--- config.mk ---
export PLATFORM = sky130hd
export DESIGN_NAME = addsub8_unit
export DESIGN_NICKNAME = d
export VERILOG_FILES = /design/src/rtl/addsub8_pkg.sv /design/src/rtl/addsub8_core.sv /design/src/rtl/addsub8_flags.sv /design/src/rtl/addsub8_unit.sv
export SDC_FILE = /design/constraint.sdc
export NUM_CORES = 1
export LEC_CHECK = 0
export ABC_AREA = 1
export BUFFER_PORTS_ARGS = -buffer_cell sky130_fd_sc_hd__buf_2
export CAP_MARGIN = 20
export CORE_MARGIN = 1
export CORE_UTILIZATION = 45
export DETAILED_ROUTE_END_ITERATION = 16
export PLACE_DENSITY = 0.65
export SLEW_MARGIN = 20
export SYNTH_ARGS = -nofsm -noshare
export SYNTH_HDL_FRONTEND = slang
export SYNTH_HIERARCHICAL = 1
export SYNTH_SLANG_ARGS = --single-unit
--- constraint.sdc ---
create_clock -name clk_i -period 0.9 [get_ports clk_i]
set_clock_uncertainty 0.2 [all_clocks]
set_input_delay 0.09 -clock clk_i [delete_from_list [all_inputs] [get_ports clk_i]]
set_output_delay 0.09 -clock clk_i [all_outputs]
set_load 0.02 [all_outputs]
--- src/rtl/addsub8_pkg.sv ---
package addsub8_pkg;
  typedef enum logic [1:0] {
    OP_ADD = 2'd0,
    OP_ADC = 2'd1,
    OP_SUB = 2'd2,
    OP_SBC = 2'd3
  } op_e;

  localparam int unsigned FLAG_Z = 7;
  localparam int unsigned FLAG_N = 6;
  localparam int unsigned FLAG_H = 5;
  localparam int unsigned FLAG_C = 4;
endpackage

--- src/rtl/addsub8_core.sv ---
module addsub8_core #(
  parameter int unsigned W = 8
) (
  input  logic [W-1:0] a_i,
  input  logic [W-1:0] b_i,
  input  logic         cin_i,
  input  logic         sub_i,
  output logic [W-1:0] res_o,
  output logic         cout_o,
  output logic         half_o
);
  localparam int unsigned HB = W / 2;

  logic [W:0] s;

  // carry/borrow-in kept as a third term at full width
  always_comb begin
    if (sub_i) s = {1'b0, a_i} - {1'b0, b_i} - {{W{1'b0}}, cin_i};
    else       s = {1'b0, a_i} + {1'b0, b_i} + {{W{1'b0}}, cin_i};
  end

  assign res_o  = s[W-1:0];
  assign cout_o = s[W];
  // carry (or borrow) into bit HB
  assign half_o = a_i[HB] ^ b_i[HB] ^ s[HB];
endmodule

--- src/rtl/addsub8_flags.sv ---
module addsub8_flags
  import addsub8_pkg::*;
#(
  parameter int unsigned W = 8
) (
  input  logic [W-1:0] res_i,
  input  logic         sub_i,
  input  logic         cout_i,
  input  logic         half_i,
  output logic [7:0]   flags_o
);
  always_comb begin
    flags_o         = '0;
    flags_o[FLAG_Z] = (res_i == '0);
    flags_o[FLAG_N] = sub_i;
    flags_o[FLAG_H] = half_i;
    flags_o[FLAG_C] = cout_i;
  end
endmodule

--- src/rtl/addsub8_unit.sv ---
module addsub8_unit
  import addsub8_pkg::*;
#(
  parameter int unsigned W = 8
) (
  input  logic         clk_i,
  input  logic         rst_ni,
  input  logic         en_i,
  input  logic [1:0]   op_i,
  input  logic [W-1:0] a_i,
  input  logic [W-1:0] b_i,
  input  logic         carry_i,
  output logic [W-1:0] res_o,
  output logic [7:0]   flags_o
);
  op_e        op;
  logic       use_cin, is_sub, cout, half;
  logic [W-1:0] res_d;
  logic [7:0] flags_d;

  assign op      = op_e'(op_i);
  assign use_cin = (op == OP_ADC) || (op == OP_SBC);
  assign is_sub  = (op == OP_SUB) || (op == OP_SBC);

  addsub8_core #(.W(W)) u_core (
    .a_i   (a_i),
    .b_i   (b_i),
    .cin_i (use_cin & carry_i),
    .sub_i (is_sub),
    .res_o (res_d),
    .cout_o(cout),
    .half_o(half)
  );

  addsub8_flags #(.W(W)) u_flags (
    .res_i  (res_d),
    .sub_i  (is_sub),
    .cout_i (cout),
    .half_i (half),
    .flags_o(flags_d)
  );

  always_ff @(posedge clk_i or negedge rst_ni) begin
    if (!rst_ni) begin
      res_o   <= '0;
      flags_o <= '0;
    end else if (en_i) begin
      res_o   <= res_d;
      flags_o <= flags_d;
    end
  end
endmodule

; Word level (Yosys, flattened, before mapping)
; Cells that the tools add are included.
[totals]
regBits = 12
inputBits = 22
out_inout_bits = 16
wordCells = 16
[op_classes]
addsub = 4
n_eq_ne = 3
muxes = 1
bitwise = 3
reduce_logical = 3
[ops]
columns = cell, count
row1 = 8-bit by 8-bit adder with 9-bit output, 1
row2 = 9-bit by 1-bit adder with 9-bit output, 1
row3 = 9-bit 2-to-1 mux, 1
row4 = 8-bit by 8-bit subtractor with 9-bit output, 1
row5 = 9-bit by 1-bit subtractor with 9-bit output, 1
row6 = 8-bit zero test, 1
row7 = 2-bit equality test (second input constant), 2
row8 = 2-bit by 1-bit equality test with 1-bit output (second input constant), 1
row9 = 1-bit logical OR, 2
row10 = 1-bit bitwise XOR, 2
row11 = 1-bit AND, 1

; Longest topological paths before layout
[logic_depth]
ltp_word = 6
ltp_mapped = 18
mapped_depth_nobuf = 18

; Modules after synthesis
; The synthesis kept the hierarchy.
[modules_own_cells]
columns = mod, instances, cells_each, area_each_um2, seq_area_each_um2
row1 = addsub8_core, 1, 180, 1024.7, 0.0
row2 = addsub8_unit, 1, 71, 649.4, 400.4
row3 = addsub8_flags, 1, 15, 82.6, 0.0

; Worst setup path after synthesis
; Ideal clock, no wire load.
[synth_path]
path_type = input port to flip-flop
startpoint = input a_i[0]
endpoint = register flags_o[7]
setup_ps = 65
t_arrival_ps = 1771
t_required_ps = 635
setup_slack_ps = -1136
stages = 16
path_buffers = 0
cell_sequence = inv_1 -> fa_1 -> fa_1 -> nand2_1 -> nand2_1 -> nand2_2 -> a21oi_2 -> inv_1 -> nand2_1 -> nand3_1 -> nand2_1 -> nor2_1 -> nand2_1 -> nor2_1 -> nand2_1 -> nand2_1
[synth_via]
elab_chain_len = 4
word_cells_on_any_way = 6
cone_classes = add/sub: 4 / mux: 1 / reduce/logical: 1
[synth_rtl]
columns = item, line
row1 = from (decl), addsub8_unit.sv:10  ; input logic [W-1:0] a_i,
row2 = 8-bit by 8-bit adder with 9-bit output / 8-bit by 8-bit subtractor with 9-bit output (equally long branches), "addsub8_core.sv:19, addsub8_core.sv:18"
row3 = 9-bit by 1-bit adder with 9-bit output / 9-bit by 1-bit subtractor with 9-bit output (equally long branches), "addsub8_core.sv:19, addsub8_core.sv:18"
row4 = 9-bit 2-to-1 mux (*), addsub8_core.sv:18  ; if (sub_i) s = {1'b0, a_i} - {1'b0, b_i} - {{W{1'b0}}, cin_i};
row5 = net res_d[6], addsub8_unit.sv:18  ; logic [W-1:0] res_d;
row6 = 8-bit zero test (*), addsub8_flags.sv:14  ; flags_o[FLAG_Z] = (res_i == '0);
row7 = net flags_d[7], addsub8_unit.sv:19  ; logic [7:0] flags_d;
row8 = to (signal assigned), addsub8_unit.sv:49  ; flags_o <= flags_d;
row9 = to (decl), addsub8_unit.sv:14  ; output logic [7:0] flags_o
; Mark *: on every way through the listed nets, which the timed path passes. The rest lies on a longest branch.
; A chain may end at the register's enable or synchronous reset.

; Final worst setup path
[layout_path]
startpoint = input carry_i
endpoint = register flags_o[7]
[layout_via]
elab_chain_len = 4
word_cells_on_any_way = 5
cone_classes = add/sub: 2 / mux: 1 / bitwise: 1 / reduce/logical: 1
[layout_rtl]
columns = item, line
row1 = from (decl), addsub8_unit.sv:12  ; input logic carry_i,
row2 = 1-bit AND (*), addsub8_unit.sv:28  ; .cin_i (use_cin & carry_i),
row3 = 9-bit by 1-bit adder with 9-bit output / 9-bit by 1-bit subtractor with 9-bit output (equally long branches), "addsub8_core.sv:19, addsub8_core.sv:18"
row4 = 9-bit 2-to-1 mux (*), addsub8_core.sv:18
row5 = net res_d[4], addsub8_unit.sv:18
row6 = 8-bit zero test (*), addsub8_flags.sv:14
row7 = net flags_d[7], addsub8_unit.sv:19
; Marks and branches as above.

==> impl_metrics.tcl <==
set metrics [dict create \
    status "complete, but fails checks" \
    violations "negative hold slack, negative setup slack" \
    synth_cell_types 24 \
    worstPathArrival_ns 1.81 \
    dr_total_vias 1866 \
    cts_tree "done" \
    insertion_delay_ns 0.24 \
    core.rowCount 22 \
    drc 0 \
    r2r_end "res_o[7]$_DFFE_PN0P_" \
    die_x_um 64.5 \
    grt_busiest_layer "met2" \
    required_ns 0.83 \
    grt-ovfl-total 0 \
    maxCapViolations 0 \
    period_needed_ns 1.88 \
    netlist_instances 266 \
    finalCritPeriodShare 2.09 \
    first_iter_violations 76 \
    hpwl_mm 3.15 \
    num_antenna_cells 0 \
    synth_ff_type "dfrtp_1" \
    ys_warn_count 6 \
    reg2reg_depth 3 \
    use_met3 0.0106 \
    clkSinkCount 16 \
    critPathLaunchType "input port" \
    clockBufferDepth 2 \
    grt_antenna_before_repair 0 \
    ys_ff_latch 16 \
    synth_area_per_cell_um2 6.60 \
    core-area_um2 3720 \
    grt.total_usage 0.214 \
    setup_slack_ns -0.983 \
    first_pass_iters 4 \
    hold_viol_final 2 \
    start_util 0.473 \
    synth_top_area_frac 0.228 \
    min_to "res_o[6]$_DFFE_PN0P_" \
    vdd_drop_max_v 0.000448 \
    hold_path_class "in -> reg" \
    crit_path_max_fanout 2 \
    total_power_w 0.00354 \
    end_kind "flip-flop" \
    htreeDepth 1 \
    drive_gt1_frac 0.425 \
    numCtsBuffers 3 \
    synthToLayoutAreaGrowth_pct 56.6 \
    place_area_um2 2350 \
    io_pins 38 \
    die_area_um2 4160 \
    avgRoutedWirePerCell_um 10.2 \
    antenna_left 0 \
    met1_usage 0.254 \
    hold_depth 3 \
    p_leak_nw 1.55 \
    rsz0062_at_grt "yes" \
    postRouteWirelength_mm 4.12 \
    fin_area_um2 2750 \
    reg2reg_from "res_o[7]$_DFFE_PN0P_" \
    gp_congestion 0.932 \
    yosysSeqAreaShare 0.228 \
    finalSetupViolCount 29 \
    synthArstFlopShare 1.00 \
    hp-start "en_i" \
    synthTopCellsByArea "dfrtp_1 (23%), nand2_1 (22%), ha_1 (15%)" \
    use_met2 0.403 \
    synth_edf_count 0 \
    grt_pass1_wl_mm 7.06 \
    syn_area_um2 1760 \
    regToRegSetupSlack_ns -0.04 \
    clkSlewWorstSetupHoldPaths_ns 0.06 \
    p_per_area_nw_per_um2 1280 \
    io_buffers 37 \
    synth_largest_area_cell "dfrtp_1" \
    grt_pass1_vias 1732 \
    nNetsFinal 406 \
    slew_viol_final 0 \
    critPathKind "in -> reg" \
    clock.fmax_mhz 531 \
    holdWs_ns -0.00722 \
    fp.dieH_um 64.5 \
    grt_max_degree 17 \
    via_per_inst 4.60 \
    cts-root-buf "clkbuf_8" \
]
per-stage QoR:
step	setup WS (ns)	TNS [ns]	hold slack (ns)	utilization	std cells
after global routing	-1.13	-13.19	0.00679	0.740	406
after CTS	-0.969	-11.73	-0.0137	0.719	402
after detailed placement	-1.28	-12.46	-0.183	0.633	388
final	-0.983	-11.72	-0.00722	0.740	406
after global placement	-1.24	-12.07	-0.185	0.633	388
after floorplan	-0.997	-8.84	-0.406	-	269
layout by cell type (no fill, tap or decap), types with 4 or more instances in the layout:
cell	instances
buf_2	19
ha_1	13
nand3_1	17
nand3_2	4
buf_4	55
a21oi_1	7
nand2_2	12
conb_1	4
fa_2	4
inv_2	10
nor2_1	10
inv_1	35
clkbuf_8	4
buf_6	21
ha_4	8
dfrtp_1	16
nand2_1	92
worst max-delay path: stages:
cell     delay, ns
buf_6         0.09
nand2_4       0.06
inv_4         0.04
fa_2          0.35
fa_2          0.36
nand2_2       0.08
buf_4         0.10
buf_4         0.09
a21oi_2       0.05
nand2_1       0.09
nand3_2       0.08
nand2_2       0.08
nor2_1        0.04
nand2_1       0.06
nor2_1        0.04
nand2_1       0.05
nand2_1       0.06
layout make-up:
cell class / instances / area, um2
sequential: 16 / 400
fill: 312 / 965
clock buffer: 4 / 55.1
timing repair buffer: 97 / 774
inverter: 47 / 186
multi-input combinational: 194 / 1270
tap: 48 / 60.1
per-layer routing:
layer / part of all wire / up-vias
met4: 0.012 / 0
met1: 0.44 / 848
met2: 0.52 / 32
met3: 0.024 / 4
li1: - / 982
met5: 0 / -
cell families (layout without fill, tap and decap cells):
kind of cell	count (synthesis)	count (layout)	synth area share
compound gates	19	19	0.0613
buf+inv	59	148	0.165
simple gates	143	143	0.333
fa+ha+maj	25	25	0.195
xor+xnor	3	3	0.0150
other cells	1	4	0.00213
flops	16	16	0.228
worst max path at each step:
stage | from | to | slack [ns] | depth (start not counted)
final | carry_i | flags_o[7]$_DFFE_PN0P_ | -0.98 | 17
after CTS | carry_i | flags_o[7]$_DFFE_PN0P_ | -0.97 | 18
after detailed placement | carry_i | flags_o[7]$_DFFE_PN0P_ | -1.28 | 19
after global routing | carry_i | flags_o[7]$_DFFE_PN0P_ | -1.13 | 18
after global placement | carry_i | flags_o[7]$_DFFE_PN0P_ | -1.24 | 18
after floorplan | carry_i | flags_o[7]$_DFFE_PN0P_ | -1.0 | 17
report_power, final:
part	leakage (nW)	total, W	internal, W	switching, W
Sequential	0.198	0.000896	0.000823	0.0000729
Combinational	1.33	0.00204	0.00106	0.000981
Clock	0.0288	0.000601	0.000387	0.000214
synth_stat cells, types with 4 or more instances:
master and count:
nand3_1 21, nand2_1 101, dfrtp_1 16, buf_4 7, nor2_1 12, a21oi_1 8
fa_1 4, ha_1 21, o21ai_0 7, inv_1 44, nand2_2 5
state kept, by name, indices dropped and copies added, names as in the netlist:
register / cells
flags_o: 8
res_o: 8
repair_timing:
| action | 4_1_cts | 5_1_grt |
|---|---|---|
| hold endpoints to repair | 20 | 0 |
| pin swaps | 14 | 11 |
| resized for setup | 55 | 13 |
| setup buffers | 9 | 5 |
| endpoints found under the setup margin | 27 | 28 |
| hold buffers | 1 | 0 |
No activity file was read; power rests on OpenSTA's default activity.
